[src/rtl/tsg_pkg.sv]
package tsg_pkg;

    localparam int unsigned CFG_W = 32;
    localparam int unsigned TXC_W = 32;

    typedef enum logic [1:0] {
        SRC_LFSR  = 2'd0,
        SRC_CNT   = 2'd1,
        SRC_CONST = 2'd2
    } src_e;

    // Build a feedback mask from up to four 1-based tap positions (0 = unused).
    function automatic logic [63:0] tap_bits(input int unsigned a, input int unsigned b,
                                             input int unsigned c, input int unsigned d);
        logic [63:0] m;
        m = '0;
        if (a > 0) m[a-1] = 1'b1;
        if (b > 0) m[b-1] = 1'b1;
        if (c > 0) m[c-1] = 1'b1;
        if (d > 0) m[d-1] = 1'b1;
        return m;
    endfunction

    // Maximal-length tap sets for a shift-left register with parity feedback.
    function automatic logic [63:0] lfsr_taps(input int unsigned w);
        case (w)
            2:  return tap_bits(2, 1, 0, 0);
            3:  return tap_bits(3, 2, 0, 0);
            4:  return tap_bits(4, 3, 0, 0);
            5:  return tap_bits(5, 3, 0, 0);
            6:  return tap_bits(6, 5, 0, 0);
            7:  return tap_bits(7, 6, 0, 0);
            8:  return tap_bits(8, 6, 5, 4);
            9:  return tap_bits(9, 5, 0, 0);
            10: return tap_bits(10, 7, 0, 0);
            11: return tap_bits(11, 9, 0, 0);
            12: return tap_bits(12, 6, 4, 1);
            13: return tap_bits(13, 4, 3, 1);
            14: return tap_bits(14, 5, 3, 1);
            15: return tap_bits(15, 14, 0, 0);
            16: return tap_bits(16, 15, 13, 4);
            17: return tap_bits(17, 14, 0, 0);
            18: return tap_bits(18, 11, 0, 0);
            19: return tap_bits(19, 6, 2, 1);
            20: return tap_bits(20, 17, 0, 0);
            21: return tap_bits(21, 19, 0, 0);
            22: return tap_bits(22, 21, 0, 0);
            23: return tap_bits(23, 18, 0, 0);
            24: return tap_bits(24, 23, 22, 17);
            25: return tap_bits(25, 22, 0, 0);
            26: return tap_bits(26, 6, 2, 1);
            27: return tap_bits(27, 5, 2, 1);
            28: return tap_bits(28, 25, 0, 0);
            29: return tap_bits(29, 27, 0, 0);
            30: return tap_bits(30, 6, 4, 1);
            31: return tap_bits(31, 28, 0, 0);
            32: return tap_bits(32, 22, 2, 1);
            default: return (w > 64) ? tap_bits(64, 63, 61, 60)
                                     : tap_bits(w, (w > 1) ? w - 1 : 0, 0, 0);
        endcase
    endfunction

    function automatic src_e pick_src(input logic sel, input logic cst);
        if (cst)      return SRC_CONST;
        else if (sel) return SRC_CNT;
        else          return SRC_LFSR;
    endfunction

endpackage

[src/rtl/tsg_lfsr.sv]
module tsg_lfsr #(
    parameter int unsigned W = 16
) (
    input  logic         clk,
    input  logic         rst,
    input  logic         load_i,
    input  logic         step_i,
    input  logic [W-1:0] start_i,
    output logic [W-1:0] state_o
);
    localparam logic [W-1:0] MASK = W'(tsg_pkg::lfsr_taps(W));
    localparam logic [W-1:0] ONE  = W'(1);

    logic [W-1:0] state_q;
    logic [W-1:0] seed;
    logic [W-1:0] nxt;
    logic         fb;

    always_comb begin
        seed = (start_i == '0) ? ONE : start_i;
        fb   = ^(state_q & MASK);
        nxt  = (state_q << 1) | W'(fb);
    end

    always_ff @(posedge clk) begin
        if (rst || load_i) begin
            state_q <= seed;
        end else if (step_i) begin
            state_q <= nxt;
        end
    end

    assign state_o = state_q;

    AST_LFSR_NONZERO: assert property (@(posedge clk) disable iff (rst)
        state_q != '0);

endmodule

[config.mk]
export PLATFORM = sky130hd
export DESIGN_NAME = tsg_lfsr
export DESIGN_NICKNAME = d
export VERILOG_FILES = /design/src/rtl/tsg_pkg.sv /design/src/rtl/tsg_lfsr.sv
export SDC_FILE = /design/constraint.sdc
export NUM_CORES = 1
export LEC_CHECK = 0
export BUFFER_PORTS_ARGS = -buffer_cell sky130_fd_sc_hd__buf_2
export CORE_UTILIZATION = 51
export CTS_BUF_LIST = sky130_fd_sc_hd__clkbuf_8
export DETAILED_ROUTE_END_ITERATION = 10
export GPL_TIMING_DRIVEN = 0
export PLACE_DENSITY = 0.86
export RECOVER_POWER = 100
export SLEW_MARGIN = 15
export SYNTH_ARGS = -nofsm -noshare
export SYNTH_HDL_FRONTEND = slang
export SYNTH_SLANG_ARGS = --single-unit
export TNS_END_PERCENT = 20
[constraint.sdc]
create_clock -name clk -period 1.8 [get_ports clk]
set_input_delay 0.18 -clock clk [delete_from_list [all_inputs] [get_ports clk]]
set_output_delay 0.18 -clock clk [all_outputs]
set_load 0.02 [all_outputs]
==> results of run 1 <==
## critical path, stage by stage (launching register included)
cell	delay, ns
edfxtp_1	0.45
xor2_1	0.20
xnor2_1	0.18
a22oi_2	0.10
## per-stage QoR
| step | utilization (%) | hold slack [ns] | power [mW] | cells | instance area (um2) |
|---|---|---|---|---|---|
| 4_1_cts | 75.5 | 0.250 | 0.953 | 98 | 1030 |
| 6_report | 71.9 | 0.240 | 0.927 | 98 | 982 |
| 3_5_place_dp | 72.2 | 0.500 | 0.687 | 94 | 986 |
| 2_1_floorplan | - | 0.398 | 0.610 | 44 | 792 |
| 5_1_grt | 71.9 | 0.243 | 0.958 | 98 | 982 |
| 3_3_place_gp | 72.2 | 0.500 | 0.679 | 94 | 986 |
## final cells by class
class	instances	share of cell area, %
Buffer	1	2.04
Clock buffer	3	4.20
Clock inverter	1	0.382
Multi-Input combinational cell	27	26.9
Sequential cell	16	48.9
Tap cell	15	1.91
Timing Repair Buffer	35	15.7
## cells in the mapped netlist, drive strengths merged
library cell,number
buf,1
or3,1
a22oi,1
nor4,4
edfxtp,16
xnor2,1
mux2,15
xor2,2
nand4,1
nor2,2
## final timing paths
path / start / to / slack [ns] / depth (start not counted)
setup / recovery: state_o[12] / state_o[0] / 0.63 / 3
hold / removal: start_i[13] / state_o[13] / 0.24 / 2
setup reg to reg: state_o[12] / state_o[0] / 0.63 / 3
hold reg to reg: state_o[9] / state_o[10] / 0.59 / 1
## metal layers
layer,wire length [um],global-route usage [%]
met3,86,5.22
met1,711,27.7
met2,779,31.9
met5,0,0
met4,0,3.87
## kinds of logic (layout without fill, tap and decap cells)
family,Yosys count,in the layout,share of synthesized area (%)
mux,15,15,25.1
buf+inv,1,40,2.53
simple gates,8,8,6.79
compound gates,1,1,1.58
flops,16,16,60.7
xor+xnor,3,3,3.32
## power groups by stage
| stage | sequential, mW | combinational (mW) | clock, mW |
|---|---|---|---|
| final | 0.482 | 0.175 | 0.271 |
| after global routing | 0.487 | 0.187 | 0.284 |
| after CTS | 0.481 | 0.200 | 0.271 |
| after detailed placement | 0.488 | 0.199 | 0 |
| after global placement | 0.484 | 0.194 | 0 |
| after floorplan | 0.532 | 0.0782 | 0 |
==> run metrics, run 1 <==
status completed; # IOs 36; initial DRC count 6; n_diodes 0; largest net degree at the start of global routing 17; Int Power 0.679 mW; vias in the first global route 513; max-cap violations 0; top cells by area, synth edfxtp_1, mux2_4, mux2_2, nor4_1, buf_12; P_sw roughly 0.25 mW; Setup-failing EPs final 0; Comb power frac about a fifth; Slew @ Worst Pin about 0.65 ns; post-CTS setup buffer count 0; fmax approximately 850 MHz; Clock Power Share between 20% and 30%; Storage cell area ~480 um2; Synth Register Bits 16; Initial Utilization 58.0%; Seq pwr share 52.0%; Clock Pin Slew Worst Setup and Hold Paths 0.06 ns; placer congestion estimate around 0.68; Final Hold Viols 0; HP Class in -> reg; period utilisation layout between 60% and 70%; Crit Path Category reg -> reg; CTS Buf Count 3; area grow syn2layout 24.0%; WL/cell 16.1 um; Data required, critical path 1.79 ns; fill count about 110; routed vias 538; GRT Resource Usage Total 20.0%; CTS tree done; YS warnings 0; RSZ-0062 raised after global routing no; hold_buf cts 0; Mapped Nets 64; vias per inst between 5 and 6; setup_tns 0 ns; Post-Syn Area 792 um2; Die W about 41 um; first-pass GRT wire length 2.55 mm; DP Worst Slack approximately 0.47 ns; most common cell after layout, fill and taps aside buf_2; area share of the leading cell type in the synthesized netlist around three fifths; share of post-route cells with drive strength above 1 about two fifths; worst-path fanout max 3; root buf cell clkbuf_8; DR pass1 iterations 3; Slew Limit Fails 0; post-route ant nets 0; H-Tree Depth 1; leading area contributor after synthesis edfxtp_1; crit path launch type register; max reg flops 16; Worst Clk Skew approximately 0.0015 ns; CTS sink cnt 16; area of the die 1710 um2; Rows 13; Final #Nets approximately 100; initial antenna violation count 0; Core Area ~1400 um2; VDD IR max just over 700 uV; worst skew pair latency between 0.2 and 0.25 ns; PD cells between 900 and 1000 nW/um2; Remaining DRCs 0; post-synth cell types 12; min setup slack post-route 0.629 ns; Resized cells post-CTS 0; syn_area_per_cell approximately 18 um2; most frequent cells in the layout buf_2, clkbuf_1, edfxtp_1; Final min period 1.17 ns; DP HPWL around 1.2 mm; relative slew slack 56.4%; Leak between 0.3 and 0.4 nW; deepest clock path buffer count 2; sequential area share after synthesis around three fifths; WL final between 1.5 and 2 mm; Worst EP arrival 1.17 ns; Die Y-Extent around 41 um; input/output buffers 35; Sw Ratio 26.7%; multi-input logic area roughly 260 um2; Setup crit end kind register; Overflow after GRT 0; Mapped Cells 44
Power figures use the tool's default switching activity.
==> run 2: changes to the inputs <==
CORE_ASPECT_RATIO = 1.2   (was not set)
CORE_UTILIZATION = 47   (was 51)
PLACE_DENSITY = 0.8   (was 0.86)
clock period = 1.17 ns   (was 1.8 ns; I/O delays follow)
==> run 2 against run 1 <==
  * Global-route usage decreased by 2.6 points
  * Die area increased by 8.2%
  * Sequential power increased by 54%
  * Clock power increased by 45%
  * First-iteration DRC count increased by 17%
  * Non-clock buffer count increased by 1
  * Register-to-register slack got worse by 0.62 ns
  * Via count decreased by 2.6%
  * Utilization decreased by 3.9 points
  * Total power increased by 54%
  * Routed wire length decreased by 9.3%
  * Maximum frequency increased by 1.2%
==> run metrics, run 2 (synthesis results as in run 1) <==
status completed; area grow syn2layout 28.9%; CTS sink cnt 16; Hold Path End state_o[13]; Slew Limit Fails 0; DP HPWL 1.14 mm; worst skew pair latency around 0.24 ns; worst hold slack roughly 0.19 ns; initial DRC count 7; Setup crit end kind register; Crit Reg-Reg Endpoint state_o[0]; Worst EP arrival approximately 1.2 ns; Rows 15; GRT Resource Usage Total between 15 and 20%; WL/cell approximately 14 um; H-Tree Depth 1; min-delay src start_i[13]; DP Worst Slack -0.0853 ns; area of the die between 1500 and 2000 um2; initial antenna violation count 0; most frequent cells in the layout buf_2, edfxtp_1, clkbuf_1; max reg flops 16; hold-critical path depth 2; # IOs 36; Die W roughly 39 um; Leak between 0.4 and 0.5 nW; Core Area approximately 1500 um2; PD cells ~1400 nW/um2; Slew @ Worst Pin 0.653 ns; first-pass GRT wire length approximately 2.1 mm; WL final roughly 1.4 mm; Worst Clk Skew 0.00186 ns; root buf cell clkbuf_8; deepest clock path buffer count 2; Finished Cell Area about 1000 um2; Initial Utilization ~53%; CTS Buf Count 3; largest net degree at the start of global routing 17; relative slew slack about 56%; HP Class in -> reg; DR pass1 iterations 3; CTS tree done; Die Y-Extent about 47 um; placed insts 96; Reg2Reg Depth 3; input/output buffers 35; n_diodes 0; Data required, critical path approximately 1.2 ns; min setup slack post-route between 0.01 and 0.015 ns; DP Area 988 um2; setup_tns 0 ns; Final Power 1.43 mW; Final #Nets 105; Remaining DRCs 0; Final min period 1.16 ns; fmax 864 MHz; Clock Pin Slew Worst Setup and Hold Paths ~0.060 ns; routed vias between 500 and 600; worst reg2reg setup slack between 0.01 and 0.015 ns; VDD IR max ~780 uV; max-cap violations 0; worst-path fanout max 2; Layout Utilization between 60% and 70%; R2R Path Start state_o[15]; period utilisation layout 98.9%; share of post-route cells with drive strength above 1 53.0%; crit path launch type register; RSZ-0062 raised after global routing yes; vias in the first global route between 400 and 500; post-route ant nets 0; Crit Path Category reg -> reg; Final Hold Viols 0; hold_buf cts 0; Setup-failing EPs final 0; most common cell after layout, fill and taps aside buf_2; placer congestion estimate between 0.6 and 0.7; vias per inst roughly 5.2; Overflow after GRT 0; Non-Filler Instances 100
## run 2: changes by cell type in the layout (fill, tap and decap cells not counted)
cell | previous run | this run
nor2_2 | 0 | 1
mux2_1 | 7 | 0
nor2_4 | 1 | 0
clkinv_1 | 1 | 0
buf_2 | 18 | 20
xor2_2 | 0 | 1
clkbuf_2 | 0 | 1
xor2_1 | 2 | 1
clkbuf_1 | 17 | 14
mux2_4 | 1 | 8
buf_4 | 0 | 1
## run 2: report_power, final
| part | switching [mW] | internal, mW |
|---|---|---|
| registers | 0.0374 | 0.704 |
| logic | 0.160 | 0.135 |
| clock network | 0.167 | 0.227 |
## run 2: metal layers
metal,up-vias,global-route usage (%),share of wire (%)
li1,255,-,-
met1,243,22.2,43
met4,0,6.21,0.42
met3,2,2.84,6.1
met2,24,29.5,51
met5,-,0,0
## run 2: worst max-delay path: stages, from the launching register on
cell	delay (ns)
edfxtp_1	0.42
xor2_2	0.21
xnor2_1	0.19
a22oi_2	0.10
## run 2: area by class of cell
class                      instances  area, um2
multi-input combinational         27        293
clock buffer                       3       41.3
sequential                        16        480
fill                             131        480
timing repair buffer              36        165
buffer                             1       20.0
tap                               17       21.3
## run 2: what timing repair did
item / CTS / global route
hold endpoints to repair: 0 / 0
cloned: 0 / 0
endpoints found under the setup margin: 1 / 1
gates resized for setup: 1 / 0
buffers inserted: 1 / 0
## run 2: worst max path at each step
stage | slack, ns | from | endpoint | cells after the start
6_report | 0.01 | state_o[15] | state_o[0] | 3
2_1_floorplan | -0.05 | state_o[15] | state_o[0] | 3
3_3_place_gp | -0.06 | load_i | state_o[11] | 4
4_1_cts | 0.0001 | state_o[14] | state_o[0] | 3
3_5_place_dp | -0.09 | load_i | state_o[11] | 4
5_1_grt | -0.04 | state_o[15] | state_o[0] | 3
==> run 3: changes to the inputs <==
==> constraint.sdc (replaced) <==
create_clock -name clk -period 1.17 [get_ports clk]
set_input_delay 0.1755 -clock clk [delete_from_list [all_inputs] [get_ports clk]]
set_output_delay 0.1755 -clock clk [all_outputs]
set_load 0.02 [all_outputs]
==> run 3 against run 2 <==
  * First-iteration DRC count grew 14%
  * Critical endpoint unchanged
  * Largest cell class unchanged
  * Sequential power is essentially flat
  * Utilization shrank 1.8 points
  * Critical path type unchanged
  * Sequential share of layout area grew 1.3 points
==> run metrics, run 3 (synthesis results as in run 1) <==
share of post-route cells with drive strength above 1 a little under half; Initial Utilization 52.8%; worst skew pair latency 0.24 ns; root buf cell clkbuf_8; Hold Path End state_o[8]; Slew @ Worst Pin approximately 0.66 ns; CTS sink cnt 16; Leak 0.383 nW; status completed; Final min period around 1.1 ns; area grow syn2layout 25.4%; deepest clock path buffer count 2; Data required, critical path roughly 1.2 ns; Final #Nets approximately 100; CTS tree done; P_sw ~0.36 mW; Top Layer Used met4; Crit Path Category reg -> reg; Setup crit end kind register; area of the die 1850 um2; Final Power around 1.4 mW; initial DRC count 8; min-delay src start_i[8]; Comb power frac 19.3%; WL final 1.41 mm; max-cap violations 0; worst path cell trace xor2_1 -> xnor2_1 -> a22oi_2; Worst Clk Skew between 0.003 and 0.004 ns; Remaining DRCs 0; Core Area approximately 1500 um2; worst-path fanout max 3; routed wl met3 between 80 and 90 um; Die Y-Extent about 47 um; most frequent cells in the layout buf_2, edfxtp_1, clkbuf_1; Crit Reg-Reg Endpoint state_o[0]; Met1 Routed Length approximately 600 um; GRT Resource Usage Total between 10% and 20%; CP bufs+invs 0; Worst path depth 3; DP HPWL about 1.1 mm; hold_buf cts 0; routed vias 516; post-CTS setup buffer count 0; Final Hold Viols 0; CTS Buf Count 3; Overflow after GRT 0; fmax roughly 900 MHz; Setup-failing EPs final 0; Rows 15; hold-critical path depth 2; HP Class in -> reg; VDD IR max slightly below 800 uV; WL/cell 14.3 um; H-Tree Depth 1; most common cell after layout, fill and taps aside buf_2; vias per inst roughly 5.2; Slowest-stage cell, CP edfxtp_1; Die W 39.5 um; period utilisation layout between 90% and 100%; Slew Limit Fails 0; Reg2Reg Depth 3; Worst EP arrival roughly 1.1 ns; cell family with most CP delay flip-flops; post-route ant nets 0; vias in the first global route between 400 and 500; first-pass GRT wire length approximately 2.0 mm; crit path launch type register; relative slew slack 55.8%; Int Power 1.05 mW; worst reg2reg setup slack roughly 0.026 ns; largest net degree at the start of global routing 17; WL met2 roughly 710 um; RSZ-0062 raised after global routing yes; slowest stage delay, CP between 0.4 and 0.5 ns; R2R Path Start state_o[12]; Clock Power Share ~28%; n_diodes 0; DR pass1 iterations 2; max reg flops 16; Clock Pin Slew Worst Setup and Hold Paths 0.06 ns; worst hold slack 0.242 ns; input/output buffers 35; placer congestion estimate 0.624; # IOs 36; PD cells approximately 1400 nW/um2; initial antenna violation count 0; Seq pwr share ~53%; Sw Ratio about a quarter; setup_tns 0 ns
## run 3: cell count changes in the layout (fill, tap and decap cells not counted)
cell,change
mux2_4,-7
mux2_1,+7
buf_4,-1
buf_2,+1
clkbuf_1,-1
nor2_4,+1
nor2_2,-1
## run 3: worst max-delay path by stage
stage / start / to / slack, ns
floorplan: state_o[15] / state_o[0] / -0.05
global placement: load_i / state_o[11] / -0.12
detailed placement: load_i / state_o[11] / -0.14
CTS: state_o[14] / state_o[0] / 0.001
global route: state_o[14] / state_o[0] / -0.04
finish: state_o[12] / state_o[0] / 0.03
## run 3: final cells by class
cell class / instances / area [um2]
fill: 136 / 508
sequential: 16 / 480
multi-input combinational: 27 / 272
timing repair buffer: 35 / 159
clock buffer: 3 / 41.3
tap: 17 / 21.3
buffer: 1 / 20.0
## run 3: per-stage QoR
step | instance area [um2] | util (%) | setup WS, ns | std cells
after floorplan | 792 | - | -0.0531 | 44
after CTS | 1040 | 69.1 | 0.00105 | 99
final | 993 | 66.2 | 0.0256 | 99
after detailed placement | 988 | 65.8 | -0.144 | 96
after global placement | 988 | 65.8 | -0.121 | 96
after global routing | 993 | 66.2 | -0.0397 | 99
## run 3: what timing repair did
item,CTS,global route
pin swaps,1,0
cloned,0,0
gates resized for setup,1,0
setup endpoints to repair,1,1
endpoints found under the hold margin,0,0
## run 3: layer usage
layer  track usage [%]  vias up
met5                 0        -
met4              6.21        0
met3              2.84        2
met2              29.2       24
met1              22.2      238
li1                  -      252
## run 3: power by group through the flow
stage	registers [mW]	logic, mW	clock network (mW)
after global placement	0.746	0.300	0
after global routing	0.748	0.295	0.419
after CTS	0.739	0.309	0.408
after detailed placement	0.748	0.307	0
after floorplan	0.819	0.120	0
final	0.740	0.271	0.397
